===== config.mk =====
export PLATFORM = sky130hd
export DESIGN_NAME = regx_exec
export DESIGN_NICKNAME = d
export VERILOG_FILES = /design/src/rtl/regx_pkg.sv /design/src/rtl/regx_decode.sv /design/src/rtl/regx_alu.sv /design/src/rtl/regx_regfile.sv /design/src/rtl/regx_exec.sv
export SDC_FILE = /design/constraint.sdc
export NUM_CORES = 1
export LEC_CHECK = 0
export ABC_CLOCK_PERIOD_IN_PS = 11800
export BUFFER_PORTS_ARGS = -buffer_cell sky130_fd_sc_hd__buf_2
export CORE_ASPECT_RATIO = 0.5
export CORE_MARGIN = 10
export CORE_UTILIZATION = 30
export DETAILED_ROUTE_END_ITERATION = 7
export HOLD_SLACK_MARGIN = 0.05
export PLACE_DENSITY = 0.48
export RECOVER_POWER = 100
export SLEW_MARGIN = 20
export SYNTH_ARGS = -nofsm -noshare
export SYNTH_HDL_FRONTEND = slang
export SYNTH_SLANG_ARGS = --single-unit

===== constraint.sdc =====
create_clock -name clk -period 11.8 [get_ports clk]
set_clock_uncertainty 0.2 [all_clocks]
set_input_delay 1.18 -clock clk [delete_from_list [all_inputs] [get_ports clk]]
set_output_delay 1.18 -clock clk [all_outputs]
set_load 0.03 [all_outputs]

===== src/rtl/regx_pkg.sv =====
package regx_pkg;
    localparam int unsigned NREG = 8;
    localparam int unsigned RIDX = $clog2(NREG);

    typedef enum logic [1:0] {
        ST_FETCH,
        ST_MODRM,
        ST_EXEC,
        ST_HALT
    } state_e;

    typedef enum logic [3:0] {
        OP_ADD, OP_SUB, OP_AND, OP_OR, OP_XOR,
        OP_MOV, OP_XCHG, OP_CMP, OP_INC, OP_DEC,
        OP_NOT, OP_NONE
    } op_e;

    localparam logic [7:0] OPC_ADD  = 8'h01;
    localparam logic [7:0] OPC_SUB  = 8'h29;
    localparam logic [7:0] OPC_AND  = 8'h21;
    localparam logic [7:0] OPC_OR   = 8'h09;
    localparam logic [7:0] OPC_XOR  = 8'h31;
    localparam logic [7:0] OPC_MOV  = 8'h89;
    localparam logic [7:0] OPC_XCHG = 8'h87;
    localparam logic [7:0] OPC_CMP  = 8'h39;
    localparam logic [7:0] OPC_GRPU = 8'hFF;
    localparam logic [7:0] OPC_GRPN = 8'hF7;
    localparam logic [3:0] OPC_SHORT_HI = 4'h4;
endpackage


===== src/rtl/regx_decode.sv =====
module regx_decode
    import regx_pkg::*;
(
    input  logic [7:0] opc,
    input  logic [7:0] modrm,
    output op_e        op,
    output logic       needs_modrm,
    output logic       opc_ok,
    output logic       modrm_ok
);
    always_comb begin
        op          = OP_NONE;
        needs_modrm = 1'b1;
        opc_ok      = 1'b1;
        case (opc)
            OPC_ADD:  op = OP_ADD;
            OPC_SUB:  op = OP_SUB;
            OPC_AND:  op = OP_AND;
            OPC_OR:   op = OP_OR;
            OPC_XOR:  op = OP_XOR;
            OPC_MOV:  op = OP_MOV;
            OPC_XCHG: op = OP_XCHG;
            OPC_CMP:  op = OP_CMP;
            OPC_GRPU: begin
                if (modrm[5:3] == 3'd0)      op = OP_INC;
                else if (modrm[5:3] == 3'd1) op = OP_DEC;
                else                         op = OP_NONE;
            end
            OPC_GRPN: op = (modrm[5:3] == 3'd2) ? OP_NOT : OP_NONE;
            default: begin
                if (opc[7:4] == OPC_SHORT_HI) begin
                    needs_modrm = 1'b0;
                    op          = opc[3] ? OP_DEC : OP_INC;
                end else begin
                    opc_ok = 1'b0;
                end
            end
        endcase
        modrm_ok = (modrm[7:6] == 2'b11) && (op != OP_NONE);
    end
endmodule


===== src/rtl/regx_alu.sv =====
module regx_alu
    import regx_pkg::*;
#(
    parameter int unsigned W = 32
) (
    input  op_e          op,
    input  logic [W-1:0] a,
    input  logic [W-1:0] b,
    output logic [W-1:0] res,
    output logic         wr_a,
    output logic         wr_b,
    output logic         upd,
    output logic         ovf
);
    localparam logic [W-1:0] ONE  = {{(W-1){1'b0}}, 1'b1};
    localparam logic [W-1:0] SMAX = {1'b0, {(W-1){1'b1}}};
    localparam logic [W-1:0] SMIN = {1'b1, {(W-1){1'b0}}};

    logic [W-1:0] sum, diff;
    assign sum  = a + b;
    assign diff = a - b;

    always_comb begin
        res  = '0;
        wr_a = 1'b0;
        wr_b = 1'b0;
        upd  = 1'b0;
        ovf  = 1'b0;
        case (op)
            OP_ADD: begin
                res = sum; wr_a = 1'b1; upd = 1'b1;
                ovf = (a[W-1] == b[W-1]) && (sum[W-1] != a[W-1]);
            end
            OP_SUB: begin
                res = diff; wr_a = 1'b1; upd = 1'b1;
                ovf = (a[W-1] != b[W-1]) && (diff[W-1] != a[W-1]);
            end
            OP_CMP: begin
                res = diff; upd = 1'b1;
                ovf = (a[W-1] != b[W-1]) && (diff[W-1] != a[W-1]);
            end
            OP_AND:  begin res = a & b; wr_a = 1'b1; upd = 1'b1; end
            OP_OR:   begin res = a | b; wr_a = 1'b1; upd = 1'b1; end
            OP_XOR:  begin res = a ^ b; wr_a = 1'b1; upd = 1'b1; end
            OP_NOT:  begin res = ~a;    wr_a = 1'b1; upd = 1'b1; end
            OP_MOV:  begin res = b;     wr_a = 1'b1; end
            OP_XCHG: begin res = b;     wr_a = 1'b1; wr_b = 1'b1; end
            OP_INC: begin
                res = a + ONE; wr_a = 1'b1; upd = 1'b1;
                ovf = (a == SMAX);
            end
            OP_DEC: begin
                res = a - ONE; wr_a = 1'b1; upd = 1'b1;
                ovf = (a == SMIN);
            end
            default: ;
        endcase
    end
endmodule


===== src/rtl/regx_regfile.sv =====
module regx_regfile
    import regx_pkg::*;
#(
    parameter int unsigned W = 32
) (
    input  logic            clk,
    input  logic            rst_n,
    input  logic            we0,
    input  logic [RIDX-1:0] wa0,
    input  logic [W-1:0]    wd0,
    input  logic            we1,
    input  logic [RIDX-1:0] wa1,
    input  logic [W-1:0]    wd1,
    input  logic [RIDX-1:0] ra0,
    input  logic [RIDX-1:0] ra1,
    input  logic [RIDX-1:0] ra2,
    output logic [W-1:0]    rd0,
    output logic [W-1:0]    rd1,
    output logic [W-1:0]    rd2
);
    logic [W-1:0] ent [NREG];

    for (genvar i = 0; i < NREG; i++) begin : g_ent
        logic [W-1:0] ent_q;
        always_ff @(posedge clk) begin
            if (!rst_n)                                ent_q <= '0;
            else if (we1 && (wa1 == RIDX'(i)))         ent_q <= wd1;
            else if (we0 && (wa0 == RIDX'(i)))         ent_q <= wd0;
        end
        assign ent[i] = ent_q;
    end

    assign rd0 = ent[ra0];
    assign rd1 = ent[ra1];
    assign rd2 = ent[ra2];
endmodule


===== src/rtl/regx_exec.sv =====
module regx_exec
    import regx_pkg::*;
#(
    parameter int unsigned XLEN = 32
) (
    input  logic            clk,
    input  logic            rst_n,
    input  logic            in_valid,
    input  logic [7:0]      in_byte,
    output logic            in_ready,
    input  logic [RIDX-1:0] rd_sel,
    output logic [XLEN-1:0] rd_value,
    output logic            flag_sf,
    output logic            flag_zf,
    output logic            flag_of,
    output logic            retire,
    output logic            illegal
);
    state_e            state_q, state_d;
    logic [7:0]        opc_q;
    op_e               op_q;
    logic [RIDX-1:0]   dst_q, src_q;
    logic              sf_q, zf_q, of_q, retire_q, illegal_q;

    op_e               dec_op;
    logic              dec_needs, dec_opc_ok, dec_modrm_ok;
    logic              accept;
    logic [XLEN-1:0]   val_a, val_b, alu_res;
    logic              alu_wr_a, alu_wr_b, alu_upd, alu_ovf;

    assign in_ready = (state_q == ST_FETCH) || (state_q == ST_MODRM);
    assign accept   = in_valid && in_ready;

    regx_decode u_dec (
        .opc         ((state_q == ST_FETCH) ? in_byte : opc_q),
        .modrm       (in_byte),
        .op          (dec_op),
        .needs_modrm (dec_needs),
        .opc_ok      (dec_opc_ok),
        .modrm_ok    (dec_modrm_ok)
    );

    regx_alu #(.W(XLEN)) u_alu (
        .op   (op_q),
        .a    (val_a),
        .b    (val_b),
        .res  (alu_res),
        .wr_a (alu_wr_a),
        .wr_b (alu_wr_b),
        .upd  (alu_upd),
        .ovf  (alu_ovf)
    );

    regx_regfile #(.W(XLEN)) u_rf (
        .clk   (clk),
        .rst_n (rst_n),
        .we0   ((state_q == ST_EXEC) && alu_wr_a),
        .wa0   (dst_q),
        .wd0   (alu_res),
        .we1   ((state_q == ST_EXEC) && alu_wr_b),
        .wa1   (src_q),
        .wd1   (val_a),
        .ra0   (dst_q),
        .ra1   (src_q),
        .ra2   (rd_sel),
        .rd0   (val_a),
        .rd1   (val_b),
        .rd2   (rd_value)
    );

    // next-state logic
    always_comb begin
        state_d = state_q;
        unique case (state_q)
            ST_FETCH: if (accept) begin
                if (!dec_opc_ok)     state_d = ST_HALT;   // fetch-to-halt
                else if (dec_needs)  state_d = ST_MODRM;  // fetch-to-modrm
                else                 state_d = ST_EXEC;   // fetch-to-exec
            end
            ST_MODRM: if (accept) begin
                state_d = dec_modrm_ok ? ST_EXEC : ST_HALT;
            end
            ST_EXEC:  state_d = ST_FETCH;                 // exec-to-fetch
            ST_HALT:  state_d = ST_HALT;                  // halt-to-halt
        endcase
    end

    // state register
    always_ff @(posedge clk) begin
        if (!rst_n) state_q <= ST_FETCH;
        else        state_q <= state_d;
    end

    // captured instruction fields
    always_ff @(posedge clk) begin
        if (!rst_n) begin
            opc_q <= '0;
            op_q  <= OP_NONE;
            dst_q <= '0;
            src_q <= '0;
        end else if (accept && (state_q == ST_FETCH)) begin
            opc_q <= in_byte;
            op_q  <= dec_op;
            dst_q <= in_byte[RIDX-1:0];
            src_q <= in_byte[RIDX-1:0];
        end else if (accept && (state_q == ST_MODRM)) begin
            op_q  <= dec_op;
            dst_q <= in_byte[RIDX-1:0];
            src_q <= in_byte[2*RIDX-1:RIDX];
        end
    end

    // outputs: flags, retire pulse, sticky illegal
    always_ff @(posedge clk) begin
        if (!rst_n) begin
            sf_q      <= 1'b0;
            zf_q      <= 1'b0;
            of_q      <= 1'b0;
            retire_q  <= 1'b0;
            illegal_q <= 1'b0;
        end else begin
            retire_q  <= (state_q == ST_EXEC);
            illegal_q <= illegal_q | (state_d == ST_HALT);
            if ((state_q == ST_EXEC) && alu_upd) begin
                sf_q <= alu_res[XLEN-1];
                zf_q <= (alu_res == '0);
                of_q <= alu_ovf;
            end
        end
    end

    assign flag_sf = sf_q;
    assign flag_zf = zf_q;
    assign flag_of = of_q;
    assign retire  = retire_q;
    assign illegal = illegal_q;
endmodule


==> results of run 1 <==
[state kept, by name (all words and copies together) (netlist names)]
signal            count
opc_q                 8
flag_of               1
dst_q                 3
op_q                  4
flag_zf               1
flag_sf               1
state_q               2
src_q                 3
illegal               1
u_rf.g_ent.ent_q    256
retire                1
[cell usage in the layout (no fill, tap or decap), types with 15 or more instances in the layout]
master       n
mux4_2     142
a21boi_0    53
mux2_2      48
clkbuf_1    52
a221oi_1    15
inv_1      101
or3_1       23
mux2i_1    111
xnor2_1     31
nand2b_1    16
nor2_1     442
clkbuf_16   38
o22ai_1     20
nand3_1     52
ha_1       132
nand4_1     30
o21ai_0    131
o211ai_1    53
a211oi_1   189
o31ai_1     18
and3_1      15
nor3_1      47
nand2_1    249
nor4_1      20
buf_4       87
nor2b_1     84
a21oi_1    199
dfxtp_1    275
o21a_1     163
buf_2       18
a31oi_1     19
o221ai_1    40
a22oi_1     32
a21o_1      32
[worst max path at each step]
stage / endpoint / depth (start not counted) / slack [ns]
2_1_floorplan: flag_zf / 19 / 6.36
3_3_place_gp: flag_zf / 18 / 4.39
3_5_place_dp: flag_zf / 18 / 4.45
4_1_cts: flag_zf / 18 / 4.37
5_1_grt: u_rf.g_ent[0].ent_q[31] / 17 / 2.03
6_report: flag_zf / 16 / 2.23
[power breakdown]
group	internal (W)	switching, W
sequential	0.000965	0.0000414
clock	0.000622	0.000489
combinational	0.000366	0.000793
[area by class of cell]
| class | count | area, µm² |
|---|---|---|
| diodes | 3 | 7.51 |
| multi-input cells | 2691 | 20200 |
| well taps | 1240 | 1550 |
| clock inverters | 7 | 66.3 |
| clock buffers | 57 | 1060 |
| repair buffers | 142 | 882 |
| flip-flops and latches | 281 | 5640 |
| fillers | 9581 | 61100 |
| inverters | 114 | 428 |
[per-layer routing]
| layer | GRT usage | vias up |
|---|---|---|
| met5 | 0 | - |
| met4 | 0.0756 | 0 |
| met3 | 0.0556 | 265 |
| met2 | 0.337 | 1601 |
| met1 | 0.328 | 14100 |
| li1 | - | 12400 |
[kinds of logic (layout without fill, tap and decap cells)]
| group | after synthesis | count (layout) |
|---|---|---|
| AOI/OAI and AO/OA | 1124 | 1124 |
| and+or+nand+nor | 1074 | 1074 |
| buffers and inverters | 436 | 320 |
| muxes | 319 | 319 |
| DFF | 281 | 281 |
| adders and majority gates | 135 | 135 |
| xor gates and xnor gates | 39 | 39 |
| other | 0 | 3 |
[worst max-delay path: stages, from the launching register on]
cell       delay, ns
dfxtp_4         0.88
clkbuf_1        2.41
mux4_2          0.72
mux2_1          0.44
inv_1           0.13
ha_1            0.36
and2b_4         0.23
a2111oi_0       0.97
nor3_1          0.20
o31a_1          0.32
a211o_1         0.32
a211oi_2        1.06
and3_1          0.27
nand4_1         0.26
nor4_1          0.40
nand4_1         0.14
nand2_1         0.10
[stage by stage]
| stage | worst slack, ns | cell area, µm² | util |
|---|---|---|---|
| after detailed placement | 4.45 | 28900 | 0.318 |
| after floorplan | 6.36 | 27600 | - |
| after global placement | 4.39 | 28900 | 0.317 |
| after CTS | 4.37 | 30000 | 0.330 |
| final | 2.23 | 29900 | 0.329 |
| after global routing | 2.03 | 29900 | 0.329 |
==> results_dict.tcl, run 1 <==
set metrics [dict create \
    fp.dieW_um 449 \
    dr_wl_met2_mm 54.2 \
    num_vias 28400 \
    async_flop_share 0 \
    cts-root-buf "clkbuf_16" \
    cp_data_required_time_ns 12.11 \
    yosysMostFrequentCell "nor2_1" \
    clk_latency_ns 0.59 \
    p_leak_nw 10.3 \
    synth_flop_cell "dfxtp_1" \
    setup_viol 0 \
    vias_per_cell 6.27 \
    final_nets 3416 \
    hold_slack_ns 0.281 \
    r2r_cells 16 \
    io-pin-count 52 \
    synth_compound_area_frac 0.293 \
    tns_ns 0 \
    post-route-min-period_ns 9.57 \
    clk_pin_slew_worst_paths_ns 0.06 \
    synth_area_leaders "dfxtp_1, mux4_2, nor2_1" \
    port_buffers 51 \
    end_kind "register" \
    ys_ff_latch 281 \
    track_usage 0.231 \
    cp-start-kind "register" \
    synth.avg_cell_area_um2 8.11 \
    clock.fmax_ghz 0.104 \
    dr.max_layer_used "met4" \
    num_rows 78 \
    drtAntennaViolNets 0 \
    grt_overflow 0 \
    cts_tree "done" \
    final_hold_viol_count 0 \
    stdcell_count 4535 \
    cp-startpoint "src_q[1]" \
    synth_top_area_frac 0.204 \
    worstPathMaxFanout 47 \
    hold_depth 2 \
    drive_gt1_frac 0.133 \
    routedWlPerCell_um 28.6 \
    r2r-end "flag_zf" \
    drt_iter0_drc 3579 \
    drt-total-wl_mm 130 \
    start_util 0.304 \
    wl_met1_mm 56.9 \
    grt_pass1_vias 26400 \
    synth_top_area_cell "dfxtp_1" \
    coreArea_um2 91000 \
    synth-xor-area-share 0.0124 \
    htree_levels 2 \
    synthTopCellsByCount "nor2_1, dfxtp_1, nand2_1, clkbuf_1, a21oi_1" \
    max_cap_violations 6 \
    post_synth_inst_count 3408 \
    criticalPathCategory "register to register" \
    rsz0062_at_grt "false" \
    synth_cell_types 105 \
    worst_pin_slew_ns 4.25 \
    hp-class "register to register" \
    syn_area_um2 27600 \
    slew_headroom -1.83 \
    drtPass1Iterations 5 \
    grt_max_degree 85 \
    syn_nets 3557 \
    numCtsBuffers 37 \
    die-area_um2 105000 \
    synthMuxAreaShare 0.183 \
    outcome "finished with violations" \
    synth-adder-area-share 0.0619 \
    cts_hold_buf 0 \
    post-dp-hpwl_mm 87.8 \
    r2r_start "src_q[1]" \
    synth-edff-count 0 \
    synth_top_family_by_area "compound AO/OA/AOI/OAI gates" \
    yosys.area_share.simple 0.179 \
    r2r_setup_slack_ns 2.23 \
    gp_congestion 0.965 \
    post-route-period-util 0.811 \
    clkSinkCount 281 \
    met3WireLength_mm 14.5 \
    post_cts_resized 0 \
    drc 0 \
    cts_buffer_depth 3 \
    violations "capacitance limit, slew limit" \
    syn_to_final_growth_pct 8.16 \
    placed_cells 4467 \
    p_per_area_nw_per_um2 110 \
    ir_worst_vdd_v 0.0000815 \
    arrival_ns 9.89 \
    ys_warn_count 0 \
    grt_first_pass_wirelength_mm 187 \
    worstHoldStart "illegal" \
    min_to "illegal" \
    slew_viol_final 285 \
    antenna_found_initial 4 \
    cts_setup_buffers 0 \
    p_total_w 0.00328 \
    synth-seq-area-share 0.204 \
    die_h_um 235 \
]
(Power assumes the default switching activity.)
==> run 2: changes to the inputs <==
- ABC_CLOCK_PERIOD_IN_PS: 11800 -> 9200
- clock period: 11.8 -> 9.2 ns (I/O delays scaled with it)
==> run 2 against run 1 <==
Effect of this change: the flow finishes with violations (DRC, capacitance limit, slew limit); worst setup slack lost 1.2 ns; highest routed layer is now met5; die area unchanged; flip-flop and latch count stayed put; non-clock buffer count is 1 lower; sequential share of layout area barely moved; core utilization rose by 0.073 points; global-route usage up 0.26 points; maximum frequency grew 17%.
==> results_dict.tcl, run 2 (synthesis results as in run 1) <==
set metrics [dict create \
    max_cap_violations 11 \
    violations "DRC, capacitance limit, slew limit" \
    wl_met1_mm 60.3 \
    r2r_start "dst_q[0]" \
    routedWlPerCell_um 28.9 \
    vias_per_cell 6.22 \
    setup_viol 0 \
    p_total_w 0.00427 \
    htree_levels 2 \
    combPwrFrac 0.348 \
    ir_worst_vdd_v 0.000119 \
    coreArea_um2 91000 \
    final_common_cell "nor2_1" \
    worstHoldStart "illegal" \
    grt_pass1_vias 26100 \
    hold_slack_ns 0.287 \
    drtAntennaViolNets 0 \
    cell_internal_pwr_w 0.00255 \
    p_seq_frac 0.305 \
    grt_overflow 0 \
    tns_ns 0 \
    final_cell_mix "nor2_1, dfxtp_1, nand2_1, a21oi_1, a211oi_1" \
    regMostFlops "u_rf.g_ent.ent_q" \
    track_usage 0.233 \
    p_per_area_nw_per_um2 142 \
    dr_wl_met2_mm 54.3 \
    slew_viol_final 279 \
    r2r-end "flag_zf" \
    clk_latency_ns 0.58 \
    swShare 0.402 \
    drtPass1Iterations 8 \
    drt_iter0_drc 4042 \
    post-route-period-util 0.887 \
    start_util 0.304 \
    slew_headroom -1.38 \
    hold_depth 2 \
    fp.dieW_um 449 \
    port_buffers 51 \
    dr.max_layer_used "met5" \
    antenna_found_initial 3 \
    grt_first_pass_wirelength_mm 188 \
    p_leak_nw 10.4 \
    worstPathMaxFanout 40 \
    rsz0062_at_grt "false" \
    arrival_ns 8.45 \
    reg_top3 "u_rf.g_ent.ent_q x256, opc_q x8, op_q x4" \
    worst_pin_slew_ns 3.57 \
    outcome "finished with violations" \
    switchingPower_w 0.00172 \
    crit_slowest_cell "a211oi_1" \
    cts_setup_buffers 0 \
    cts_buffer_depth 3 \
    io-pin-count 52 \
    syn_to_final_growth_pct 8.40 \
    worstPathCellList "clkinv_1 -> nand2_1 -> a211oi_1 -> a221o_1 -> inv_1 -> ha_1 -> a21oi_1 -> a2111oi_0 -> nor2_1 -> a21oi_1 -> o31ai_1 -> a211oi_1 -> and4_1 -> nand4_1 -> nor4_1 -> nand4_1 -> nand2_1" \
    numCtsBuffers 37 \
    final_hold_viol_count 0 \
    post_cts_resized 0 \
    gp_congestion 0.969 \
    cp-start-kind "register" \
    grt_max_degree 90 \
    hp-class "register to register" \
    cp_data_required_time_ns 9.50 \
    end_kind "register" \
    cts-root-buf "clkbuf_16" \
    post-route-min-period_ns 8.16 \
    final_nets 3415 \
    r2r_cells 17 \
    clock.fmax_ghz 0.123 \
    clkSinkCount 281 \
    clkPwrFrac 0.346 \
    cp_slowest_stage_delay_ns 1.41 \
    drc 1 \
    largest_reg_flops 256 \
    num_vias 28200 \
    criticalPathCategory "register to register" \
    post-dp-hpwl_mm 88.2 \
    min_to "illegal" \
    r2r_setup_slack_ns 1.04 \
    clk_pin_slew_worst_paths_ns 0.06 \
    die-area_um2 105000 \
    cts_hold_buf 0 \
    die_h_um 235 \
    cts_tree "done" \
    num_rows 78 \
    drive_gt1_frac 0.136 \
    met3WireLength_mm 12.9 \
    drt-total-wl_mm 131 \
]
run 2: cell types whose count changed in the layout (fill, tap and decap cells not counted), moves of 3 or more:
cell / change
clkbuf_1: -9
o21ai_1: +3
clkinv_2: +4
clkbuf_8: +6
o21ai_0: -3
run 2: through the flow:
stage	std cells	cell area (µm²)	utilization	worst slack, ns
2_1_floorplan	3408	27600	-	3.76
3_3_place_gp	4465	28900	0.317	2.07
3_5_place_dp	4465	28900	0.317	2.12
4_1_cts	4531	30100	0.331	2.04
5_1_grt	4533	30000	0.329	0.850
6_report	4535	30000	0.329	1.04
run 2: critical path: cells and delay by family (launching register included):
kind	cells	cell delay, ns
AOI/OAI and AO/OA	7	3.46
adders and majority gates	1	0.22
DFF	1	0.84
buffers and inverters	2	1.03
and+or+nand+nor	7	2.25
run 2: final cells by class:
cell class              count  area [µm²]
clock buffers              55        1110
multi-input cells        2691       20200
diodes                      2        5.00
fillers                  9654       61000
clock inverters            11        87.6
inverters                 114         428
well taps                1240        1550
repair buffers            141         898
flip-flops and latches    281        5640
run 2: per-layer routing:
metal,global-route usage,vias to the layer above
met2,0.340,1505
met4,0.0661,4
li1,-,12400
met3,0.0446,210
met1,0.344,14100
met5,0,-
run 2: worst max-delay path by stage:
stage,from,to,slack (ns),depth (start not counted)
after floorplan,op_q[3],flag_zf,3.76,19
after global placement,dst_q[0],flag_zf,2.07,16
after detailed placement,dst_q[1],u_rf.g_ent[2].ent_q[31],2.12,15
after CTS,dst_q[0],flag_zf,2.04,17
after global routing,dst_q[0],flag_zf,0.85,17
final,dst_q[0],flag_zf,1.04,17
run 2: power groups by stage:
stage	logic (W)	clock network (W)	registers, W
final	0.00149	0.00148	0.00130
after global routing	0.00156	0.00154	0.00131
after CTS	0.00145	0.00150	0.00130
after detailed placement	0.00145	0	0.00133
after global placement	0.00144	0	0.00133
after floorplan	0.00102	0	0.00128
